### src/rtl/ccr_pkg.sv
package ccr_pkg;
  localparam int SRST_POS = 0;
  localparam int EN_POS   = 1;
  localparam int CMD_W    = 2;

  // A trigger is accepted only when the register is idle.
  function automatic logic pulse_accept(input logic we, input logic bit0, input logic busy);
    return we & bit0 & ~busy;
  endfunction

  // Next value of the enable bit.
  function automatic logic en_next(input logic cur, input logic we, input logic wbit,
                                   input logic start, input logic busy);
    if (start || busy) return 1'b0;
    if (we)            return wbit;
    return cur;
  endfunction
endpackage

### src/rtl/ccr_pulse.sv
module ccr_pulse #(
  parameter int PULSE_LEN = 8,
  localparam int CW = $clog2(PULSE_LEN + 1)
) (
  input  logic clk,
  input  logic rst_n,
  input  logic trig,
  output logic start_o,
  output logic busy_o
);
  logic [CW-1:0] cnt_q;

  assign busy_o  = (cnt_q != '0);
  assign start_o = ccr_pkg::pulse_accept(1'b1, trig, busy_o);

  always_ff @(posedge clk or negedge rst_n) begin
    if (!rst_n)       cnt_q <= '0;
    else if (start_o) cnt_q <= CW'(PULSE_LEN);
    else if (busy_o)  cnt_q <= cnt_q - 1'b1;
  end
endmodule

### src/rtl/ccr_enable.sv
module ccr_enable (
  input  logic clk,
  input  logic rst_n,
  input  logic wr_en,
  input  logic wr_bit,
  input  logic start,
  input  logic busy,
  output logic en_o
);
  always_ff @(posedge clk or negedge rst_n) begin
    if (!rst_n) en_o <= 1'b0;
    else        en_o <= ccr_pkg::en_next(en_o, wr_en, wr_bit, start, busy);
  end
endmodule

### src/rtl/ccr_gate.sv
module ccr_gate #(
  parameter int LHO_W = 2,
  parameter int BHO_W = 3
) (
  input  logic             en,
  input  logic [LHO_W-1:0] lho_i,
  input  logic [BHO_W-1:0] bho_i,
  input  logic             dq_drive_i,
  output logic [LHO_W-1:0] lho_o,
  output logic [BHO_W-1:0] bho_o,
  output logic             sram_oe_o,
  output logic             stat_oe_o,
  output logic             dq_oe_o
);
  assign lho_o     = en ? lho_i : '0;
  assign bho_o     = en ? bho_i : '0;
  assign sram_oe_o = en;
  assign stat_oe_o = en;
  assign dq_oe_o   = en & dq_drive_i;
endmodule

### src/rtl/ctl_cmd_reg.sv
module ctl_cmd_reg #(
  parameter int REG_W     = 32,
  parameter int PULSE_LEN = 8,
  parameter int LHO_W     = 2,
  parameter int BHO_W     = 3
) (
  input  logic                     clk,
  input  logic                     rst_n,
  input  logic                     wr_en,
  input  logic [ccr_pkg::CMD_W-1:0] wr_data,
  output logic [REG_W-1:0]         rd_data,
  output logic                     int_rst_o,
  output logic                     sram_oe_o,
  output logic                     stat_oe_o,
  input  logic [LHO_W-1:0]         lho_i,
  input  logic [BHO_W-1:0]         bho_i,
  output logic [LHO_W-1:0]         lho_o,
  output logic [BHO_W-1:0]         bho_o,
  input  logic                     dq_drive_i,
  output logic                     dq_oe_o
);
  // Named internal events, visible to the bound checker.
  logic soft_start;
  logic soft_busy;
  logic en_q;

  ccr_pulse #(.PULSE_LEN(PULSE_LEN)) u_pulse (
    .clk(clk), .rst_n(rst_n), .trig(wr_en & wr_data[ccr_pkg::SRST_POS]),
    .start_o(soft_start), .busy_o(soft_busy)
  );

  ccr_enable u_en (
    .clk(clk), .rst_n(rst_n), .wr_en(wr_en), .wr_bit(wr_data[ccr_pkg::EN_POS]),
    .start(soft_start), .busy(soft_busy), .en_o(en_q)
  );

  ccr_gate #(.LHO_W(LHO_W), .BHO_W(BHO_W)) u_gate (
    .en(en_q), .lho_i(lho_i), .bho_i(bho_i), .dq_drive_i(dq_drive_i),
    .lho_o(lho_o), .bho_o(bho_o), .sram_oe_o(sram_oe_o),
    .stat_oe_o(stat_oe_o), .dq_oe_o(dq_oe_o)
  );

  assign int_rst_o = soft_busy;

  always_comb begin
    rd_data = '0;
    rd_data[ccr_pkg::SRST_POS] = soft_busy;
    rd_data[ccr_pkg::EN_POS]   = en_q;
  end
endmodule

### config.mk
export PLATFORM = sky130hd
export DESIGN_NAME = ctl_cmd_reg
export DESIGN_NICKNAME = d
export VERILOG_FILES = /design/src/rtl/ccr_pkg.sv /design/src/rtl/ccr_pulse.sv /design/src/rtl/ccr_enable.sv /design/src/rtl/ccr_gate.sv /design/src/rtl/ctl_cmd_reg.sv
export SDC_FILE = /design/constraint.sdc
export NUM_CORES = 1
export LEC_CHECK = 0
export BUFFER_PORTS_ARGS = -buffer_cell sky130_fd_sc_hd__buf_2
export CELL_PAD_IN_SITES_DETAIL_PLACEMENT = 1
export CELL_PAD_IN_SITES_GLOBAL_PLACEMENT = 1
export CORE_MARGIN = 2
export CORE_UTILIZATION = 24
export DETAILED_ROUTE_END_ITERATION = 10
export PLACE_DENSITY_LB_ADDON = 0.1
export SYNTH_ARGS = -nofsm -noshare
export SYNTH_HDL_FRONTEND = slang
export SYNTH_SLANG_ARGS = --single-unit
### constraint.sdc
create_clock -name clk -period 1.9 [get_ports clk]
set_input_delay 0.38 -clock clk [delete_from_list [all_inputs] [get_ports clk]]
set_output_delay 0.38 -clock clk [all_outputs]
set_load 0.03 [all_outputs]
==> results of run 1 <==
logic make-up (layout without fill, tap and decap cells):
family | count (synthesis) | count (layout)
compound gates | 5 | 5
other cells | 1 | 30
flops | 5 | 5
xor+xnor | 1 | 1
simple gates | 15 | 15
buf+inv | 37 | 31
fa+ha+maj | 2 | 2
power breakdown:
part | total (mW) | switching [mW] | internal [mW]
Sequential | 0.218 | 0.0619 | 0.156
Clock | 0.126 | 0.0462 | 0.0796
Combinational | 0.395 | 0.249 | 0.145
Total | 0.739 | 0.357 | 0.381
state kept, by name (all words and copies together) (netlist names):
register       flops
u_pulse.cnt_q      4
u_en.en_o          1
routing by layer:
metal	GRT usage	vias up	share of wire
met5	0	-	0
met4	0.0128	0	0
met3	0.0367	0	0.16
met2	0.146	33	0.53
met1	0.0648	185	0.31
li1	-	194	-
worst register-to-register path, cell delays in order (launching register included):
cell and delay, ns:
dfrtp_1 0.41, inv_2 0.10, ha_2 0.20, nor3b_4 0.19, buf_4 0.15, nand3_1 0.06, o21ai_0 0.10
synth_stat cells:
master	n
o21ai_0	2
a2111oi_2	1
and3_4	1
and2_1	6
nor2_1	1
nand2_4	1
xnor2_1	1
nor3b_4	1
nor4_1	1
buf_4	33
ha_1	2
inv_2	1
conb_1	1
nand2b_1	1
nand3_1	2
inv_1	3
dfrtp_1	5
nand3b_1	1
a21oi_1	1
a211oi_1	1
final cells by class:
class | instances | area (sq um)
fill | 294 | 1610
tap | 28 | 35.0
sequential | 5 | 125
timing repair buffer | 23 | 123
multi-input combinational | 53 | 299
clock buffer | 4 | 26.3
inverter | 4 | 15.0
timing repair:
item	4_1_cts	5_1_grt
pin swaps	0	0
hold buffers	1	0
endpoints found under the setup margin	2	2
resized for setup	0	3
endpoints found under the hold margin	5	0
gates cloned	0	0
setup buffers	1	0
worst max path at each step:
| stage | startpoint | end | slack [ns] |
|---|---|---|---|
| finish | u_pulse.cnt_q[0]$_DFFE_PN0P_ | rd_data[0] | 0.12 |
| CTS | u_pulse.cnt_q[0]$_DFFE_PN0P_ | rd_data[0] | 0.05 |
| global route | u_pulse.cnt_q[0]$_DFFE_PN0P_ | rd_data[0] | 0.02 |
| floorplan | u_pulse.cnt_q[0]$_DFFE_PN0P_ | rd_data[0] | 0.20 |
| detailed placement | u_pulse.cnt_q[0]$_DFFE_PN0P_ | rd_data[0] | 0.23 |
| global placement | u_pulse.cnt_q[1]$_DFFE_PN0P_ | int_rst_o | 0.27 |
==> summary.txt, run 1 <==
Synth
  • Sequential cell area fraction in the yosys report: 0.217
  • Synthesized flop and latch total: 5
  • Leading area contributor after synthesis: buf_4
  • Mux share of post-synthesis cell area: 0
  • Synth warn: 0
  • Cell area after synthesis: 576 sq um
  • Avg Synthesized Cell Area: 8.72 sq um
  • Compound-Gate Fraction of Synth Area: 0.0652
  • Largest cells by area after synthesis: buf_4 (43%), dfrtp_1 (22%), and2_1 (6.5%), ha_1 (4.3%), nor3b_4 (3.3%)
  • Mapped Cells: 66
  • Synth Area in XOR/XNOR: 0.0152
  • Post-Synth Adder-Cell Area: 0.0435
  • Top-area cell type share of the netlist area: 0.430
  • Largest family of logic cells by synthesized area: buffers and inverters
  • Simple-Gate Fraction of Synth Area: 0.196
  • Post-synth cell types: 20

Detailed routing
  • ANT nets after route: 0
  • Wire per inst: 8.68 um
  • DR vias/cell: 3.52
  • TritonRoute pass-1 iters: 1
  • Vias post-DR: 412
  • Drt drc: 0
  • Initial DRC Count: 0
  • Routed Wire Length: 1020 um

Setup path
  • Critical R2R Launch: u_pulse.cnt_q[0]$_DFFE_PN0P_
  • Worst path bufs/invs: 3
  • Cells along the critical path: inv_2, ha_2, nor3b_4, inv_1, buf_2
  • WP data required: 1.52 ns
  • Worst Setup End Kind: output port
  • Crit. path cell count: 5
  • WS Path Type: reg2out
  • Top delay family on crit path: flip-flops
  • Slowest-stage cell, CP: dfrtp_1
  • Critical path arrival: 1.40 ns
  • Worst setup SP type: register
  • Crit-path max FO: 4
  • Worst r2r dst: u_pulse.cnt_q[0]$_DFFE_PN0P_
  • Max stage delay on crit path: 0.41 ns
  • R2R setup slack: 0.59 ns
  • Worst-case reg-to-reg path depth: 6

Global routing
  • Vias in the first global route: 364
  • Initial antenna violation count: 0
  • First-pass GRT wire length: 1460 um
  • Largest net degree at the start of global routing: 11
  • Tot GR Track Use: 0.0731
  • GRT overflow: 0

Final layout
  • Commonest non-fill, non-tap cells in the layout: conb_1 (30), buf_2 (21), and2_1 (6), dfrtp_1 (5)
  • Final core occ: 0.279
  • Layout cells sized above 1: 0.371
  • Non-Filler Instances: 117
  • Inserted Diodes: 0
  • Area Growth Syn to Fin: 8.26%
  • Nets: 103
  • Most common cell after layout, fill and taps aside: conb_1
  • Cell area after layout: 623 sq um

Floorplan
  • I/O pins: 52
  • Die Ht: 53.0 um
  • Die ar.: 2810 sq um
  • Die X: 53.0 um
  • Rows: 17
  • Starting Density: 0.258
  • Core area: 2230 sq um

CTS
  • H-tree depth: 1
  • Clock Path Buffers: 2
  • Total CTS buffers: 3
  • CTS tree: built
  • Clk slew on worst S/H paths: 0.05 ns
  • Clock latency on the worst-skew pair: 0.24 ns
  • Clk root buf: clkbuf_4
  • Number of clock sinks: 5

STA
  • Tmin final: 1.78 ns
  • Final setup margin: 0.122 ns
  • Hold Fails Final Rpt: 0
  • Clock skew: 0.00343 ns
  • Setup TNS: 0 ns
  • RSZ-0062 raised after global routing: no
  • Setup violations, final: 0
  • F_max: 0.562 GHz
  • Fin crit share: 0.936
  • Max-slew violations: 0
  • Fin Hold WS: 0.414 ns

Power and ir drop
  • Total power: 0.739 mW
  • Pwr Density: 1190 nW/um^2
  • Leak Pwr: 0.355 nW
  • Max VDD drop: 0.446 mV

Min path
  • Hold EP: u_en.en_o$_DFFE_PN0P_
  • Hold_sp: wr_data[1]
  • Hold Path Class: in2reg
  • Hold depth: 3

Run status
  • Status: complete, no violations

Placement
  • Dpl cell area: 577 sq um
  • Final HPWL DP: 841 um
  • GP Congestion: 0.740
  • Placed cells: 111
  • Setup Slack @ Placement: 0.231 ns
  • PortBufs: 21

Run
  • Max_cap viols: 0
No activity file was read; power rests on OpenSTA's default activity.
==> run 2, diff against run 1 <==
- CORE_UTILIZATION: 24 -> 27
- CTS_BUF_LIST: unset -> sky130_fd_sc_hd__clkbuf_8
- clock period: 1.9 -> 2.1 ns (I/O delays scaled with it)
==> summary.txt, run 2 (synthesis results as in run 1) <==
Run status
  • Status: complete, no violations

Placement
  • Setup Slack @ Placement: 0.412 ns
  • PortBufs: 21
  • Final HPWL DP: 835 um
  • GP Congestion: 0.820

STA
  • RSZ-0062 raised after global routing: no
  • Setup violations, final: 0
  • Tmin final: 1.92 ns
  • Clock skew: 0.00271 ns
  • Max-slew violations: 0
  • Fin Hold WS: 0.00489 ns
  • Setup TNS: 0 ns
  • Fin crit share: 0.914
  • Final setup margin: 0.181 ns
  • F_max: 0.521 GHz
  • Hold Fails Final Rpt: 0

Power and ir drop
  • Max VDD drop: 0.596 mV
  • Leak Pwr: 0.361 nW
  • Pwr Density: 1140 nW/um^2

Detailed routing
  • Vias post-DR: 402
  • ANT nets after route: 0
  • TritonRoute pass-1 iters: 4
  • Wire per inst: 8.25 um
  • DR vias/cell: 3.53
  • Drt drc: 0
  • Routed Wire Length: 941 um
  • Initial DRC Count: 4

Setup path
  • Worst setup SP type: register
  • Worst Setup End Kind: output port
  • Worst r2r dst: u_en.en_o$_DFFE_PN0P_
  • WP data required: 1.68 ns
  • Worst-case reg-to-reg path depth: 5
  • Critical path arrival: 1.50 ns
  • Crit path to: int_rst_o
  • R2R setup slack: 0.81 ns
  • Critical R2R Launch: u_pulse.cnt_q[1]$_DFFE_PN0P_
  • Setup crit start: u_pulse.cnt_q[1]$_DFFE_PN0P_
  • WS Path Type: reg2out
  • Crit-path max FO: 6

Global routing
  • Largest net degree at the start of global routing: 11
  • Initial antenna violation count: 0
  • GRT overflow: 0
  • Vias in the first global route: 300
  • First-pass GRT wire length: 1250 um
  • Tot GR Track Use: 0.0703

Final layout
  • Layout fillers: 257
  • Nets: 101
  • Largest register FFs: 4
  • Layout cells sized above 1: 0.333
  • Inserted Diodes: 0
  • Most common cell after layout, fill and taps aside: conb_1
  • Commonest non-fill, non-tap cells in the layout: conb_1 (30), buf_2 (21), and2_1 (6), dfrtp_1 (5), inv_1 (4)
  • Register with the most flip-flops: u_pulse.cnt_q
  • Largest regs: u_pulse.cnt_q (4), u_en.en_o (1)
  • Final core occ: 0.313
  • Area Growth Syn to Fin: 7.83%

Floorplan
  • Core area: 1980 sq um
  • Starting Density: 0.290
  • Rows: 16
  • I/O pins: 52
  • Die X: 50.2 um
  • Die Ht: 50.2 um
  • Die ar.: 2520 sq um

CTS
  • Post-CTS Hold Fix Bufs: 0
  • CTS tree: built
  • H-tree depth: 1
  • Total CTS buffers: 3
  • Number of clock sinks: 5
  • Post-CTS setup buffers: 0
  • Clk slew on worst S/H paths: 0.04 ns
  • Clk root buf: clkbuf_8
  • Clock latency on the worst-skew pair: 0.22 ns
  • Clock Path Buffers: 2
  • Post_cts resized: 0

Run
  • Max_cap viols: 0

Min path
  • Hold Path Class: in2async
[run 2: changes by cell type in the layout (fill, tap and decap cells not counted), sizes merged]
cell | previous run | this run
inv | 4 | 5
clkbuf | 4 | 3
dlygate4sd3 | 1 | 0
buf | 22 | 21
[run 2: worst max-delay path, stage by stage (launching register included)]
cell	delay, ns
dfrtp_1	0.40
inv_1	0.10
ha_1	0.19
nor3b_4	0.28
inv_1	0.11
buf_2	0.19
[run 2: layer usage]
layer / track usage / up-vias / share of wire
met5: 0 / - / 0
met4: 0.0278 / 0 / 0
met3: 0.0714 / 0 / 0.21
met2: 0.105 / 40 / 0.42
met1: 0.0626 / 174 / 0.37
li1: - / 188 / -
[run 2: final cells by class]
class | count | area, sq um | area share
multi-input cells | 53 | 297 | 0.478
flip-flops and latches | 5 | 125 | 0.202
repair buffers | 21 | 105 | 0.169
clock buffers | 3 | 41.3 | 0.0665
well taps | 27 | 33.8 | 0.0544
inverters | 4 | 15.0 | 0.0242
clock inverters | 1 | 3.75 | 0.00605
[run 2: metrics by stage]
step                      area, sq um  std cells  power (mW)
after detailed placement          576        110       0.544
final                             621        114       0.706
after floorplan                   684         95       0.516
after CTS                         621        114       0.720
after global routing              621        114       0.771
after global placement            576        110       0.543
[run 2: how the worst min path moves through the flow]
stage / depth (start not counted) / end / start
2_1_floorplan: 0 / u_en.en_o$_DFFE_PN0P_ / rst_n
3_3_place_gp: 1 / u_en.en_o$_DFFE_PN0P_ / rst_n
3_5_place_dp: 1 / u_en.en_o$_DFFE_PN0P_ / rst_n
4_1_cts: 1 / u_en.en_o$_DFFE_PN0P_ / rst_n
5_1_grt: 1 / u_pulse.cnt_q[1]$_DFFE_PN0P_ / rst_n
6_report: 1 / u_pulse.cnt_q[1]$_DFFE_PN0P_ / rst_n
[run 2: report_power, final]
part	switching, mW	internal [mW]
Combinational	0.216	0.119
Sequential	0.0565	0.142
Clock	0.0473	0.125
Total	0.320	0.386
==> run 3, diff against run 2 <==
- CORE_UTILIZATION: 27 -> 26
- SYNTH_HIERARCHICAL: unset -> 1
- clock period: 2.1 -> 2.4 ns (I/O delays scaled with it)
==> summary.txt, run 3 <==
Floorplan
  • Die ar.: 2560 sq um
  • Starting Density: 0.282
  • Die X: 50.6 um
  • Core area: 2000 sq um
  • I/O pins: 52
  • Rows: 16
  • Die Ht: 50.6 um

Run status
  • Status: complete, no violations

Final layout
  • Layout cells sized above 1: 0.326
  • Non-Filler Instances: 113
  • Largest regs: u_pulse/cnt_q (4), u_en/en_o (1)
  • Nets: 99
  • Cell area after layout: 603 sq um
  • Layout fillers: 260
  • Area Growth Syn to Fin: 6.64%
  • Register with the most flip-flops: u_pulse/cnt_q
  • Final core occ: 0.301
  • FF/Latch Area: 125 sq um
  • Multi-input gate area: 279 sq um
  • Largest register FFs: 4
  • Inserted Diodes: 0
  • Most common cell after layout, fill and taps aside: conb_1
  • Commonest non-fill, non-tap cells in the layout: conb_1 (30), buf_2 (21), and2_1 (7), dfrtp_1 (5), inv_1 (4)

Synth
  • Mux share of post-synthesis cell area: 0.0177
  • Async S/R FF share, synth: 1.00
  • Synth Area in XOR/XNOR: 0
  • Largest family of logic cells by synthesized area: buffers and inverters
  • EDFF count, synth: 0
  • Largest cells by area after synthesis: buf_4 (45%), dfrtp_1 (22%), and2_1 (7.7%), nor3b_4 (3.3%), o21ai_0 (2.7%)
  • Compound-Gate Fraction of Synth Area: 0.0796
  • Leading cell type by number of instances after synthesis: buf_4
  • Sequential cell area fraction in the yosys report: 0.221
  • Cell area after synthesis: 566 sq um
  • Synth warn: 6
  • Avg Synthesized Cell Area: 8.57 sq um
  • Simple-Gate Fraction of Synth Area: 0.175
  • Top post-synthesis cells by count: buf_4 (34), and2_1 (7), dfrtp_1 (5)
  • Mapped Cells: 66
  • Main synth FF type: dfrtp_1
  • Leading area contributor after synthesis: buf_4
  • Synthesized flop and latch total: 5
  • Post-synth cell types: 19
  • Top-area cell type share of the netlist area: 0.451
  • Post-Synth Adder-Cell Area: 0.0221

Setup path
  • Worst path bufs/invs: 3
  • Worst setup SP type: register
  • Critical path arrival: 1.49 ns
  • Slowest-stage cell, CP: dfrtp_1
  • Crit-path max FO: 5
  • Setup crit start: u_pulse/cnt_q[0]$_DFFE_PN0P_
  • Max stage delay on crit path: 0.40 ns
  • WP data required: 1.92 ns
  • Top delay family on crit path: flip-flops
  • Cells along the critical path: inv_1, ha_1, nor3b_4, inv_2, buf_2
  • Worst Setup End Kind: output port
  • Critical R2R Launch: u_pulse/cnt_q[0]$_DFFE_PN0P_
  • WS Path Type: reg2out

Run
  • Max_cap viols: 0

Detailed routing
  • TritonRoute pass-1 iters: 2
  • Drt drc: 0
  • Wire per inst: 8.15 um
  • Vias post-DR: 404
  • DR vias/cell: 3.58
  • Initial DRC Count: 1
  • Routed Wire Length: 921 um
  • ANT nets after route: 0

STA
  • Final setup margin: 0.426 ns
  • Clock skew: 0.000140 ns
  • F_max: 0.506 GHz
  • Tmin final: 1.97 ns
  • Hold Fails Final Rpt: 0
  • Fin Hold WS: 0.0671 ns
  • Fin crit share: 0.823
  • Max-slew violations: 0
  • Setup TNS: 0 ns
  • RSZ-0062 raised after global routing: no
  • Setup violations, final: 0

CTS
  • Post-CTS setup buffers: 0
  • Post-CTS Hold Fix Bufs: 0
  • CTS tree: built
  • H-tree depth: 1
  • Total CTS buffers: 3
  • Clk slew on worst S/H paths: 0.03 ns
  • Clock latency on the worst-skew pair: 0.22 ns
  • Post_cts resized: 0
  • Clock Path Buffers: 2
  • Number of clock sinks: 5
  • Clk root buf: clkbuf_8

Global routing
  • First-pass GRT wire length: 1430 um
  • Initial antenna violation count: 0
  • GRT overflow: 0
  • Tot GR Track Use: 0.0825
  • Largest net degree at the start of global routing: 11
  • Vias in the first global route: 309

Placement
  • Dpl cell area: 558 sq um
  • Placed cells: 109
  • GP Congestion: 0.724
  • Final HPWL DP: 784 um
  • PortBufs: 21
  • Setup Slack @ Placement: 0.637 ns

Power and ir drop
  • Max VDD drop: 0.318 mV
  • Pwr Density: 923 nW/um^2
  • Total power: 0.557 mW
  • Leak Pwr: 0.355 nW

Min path
  • Hold Path Class: in2async
[run 3: worst paths after layout]
| check | to | slack (ns) | cells after the start |
|---|---|---|---|
| setup / recovery | rd_data[0] | 0.43 | 5 |
| hold / removal | u_pulse/cnt_q[2]$_DFFE_PN0P_ | 0.07 | 1 |
| setup reg to reg | u_pulse/cnt_q[1]$_DFFE_PN0P_ | 1.02 | 5 |
| hold reg to reg | u_pulse/cnt_q[0]$_DFFE_PN0P_ | 0.54 | 1 |
| max in group asynchronous | u_pulse/cnt_q[0]$_DFFE_PN0P_ | 2.20 | 1 |
| min in group clk | u_pulse/cnt_q[0]$_DFFE_PN0P_ | 0.54 | 1 |
[run 3: power breakdown]
| group | switching (mW) | internal (mW) |
|---|---|---|
| Combinational | 0.170 | 0.0780 |
| Clock | 0.0417 | 0.110 |
| Sequential | 0.0361 | 0.122 |
[run 3: layer usage]
layer | vias up | routed length [um] | GRT usage
met4 | 0 | 48 | 0.108
met2 | 37 | 401 | 0.114
li1 | 187 | - | -
met1 | 175 | 300 | 0.0755
met3 | 5 | 170 | 0.0446
met5 | - | 0 | 0
[run 3: cell families after synthesis]
logic type	Yosys count
AO/OA/AOI/OAI	7
adder cells (fa/ha/maj)	1
buffers and inverters	38
flip-flops	5
multiplexers	1
other	1
AND/OR/NAND/NOR	13
[run 3: area by class of cell]
cell class                      count  area share
Clock buffer                        3      0.0685
Clock inverter                      1     0.00622
Inverter                            4      0.0249
Timing Repair Buffer               21       0.174
Tap cell                           27      0.0560
Sequential cell                     5       0.207
Multi-Input combinational cell     52       0.463
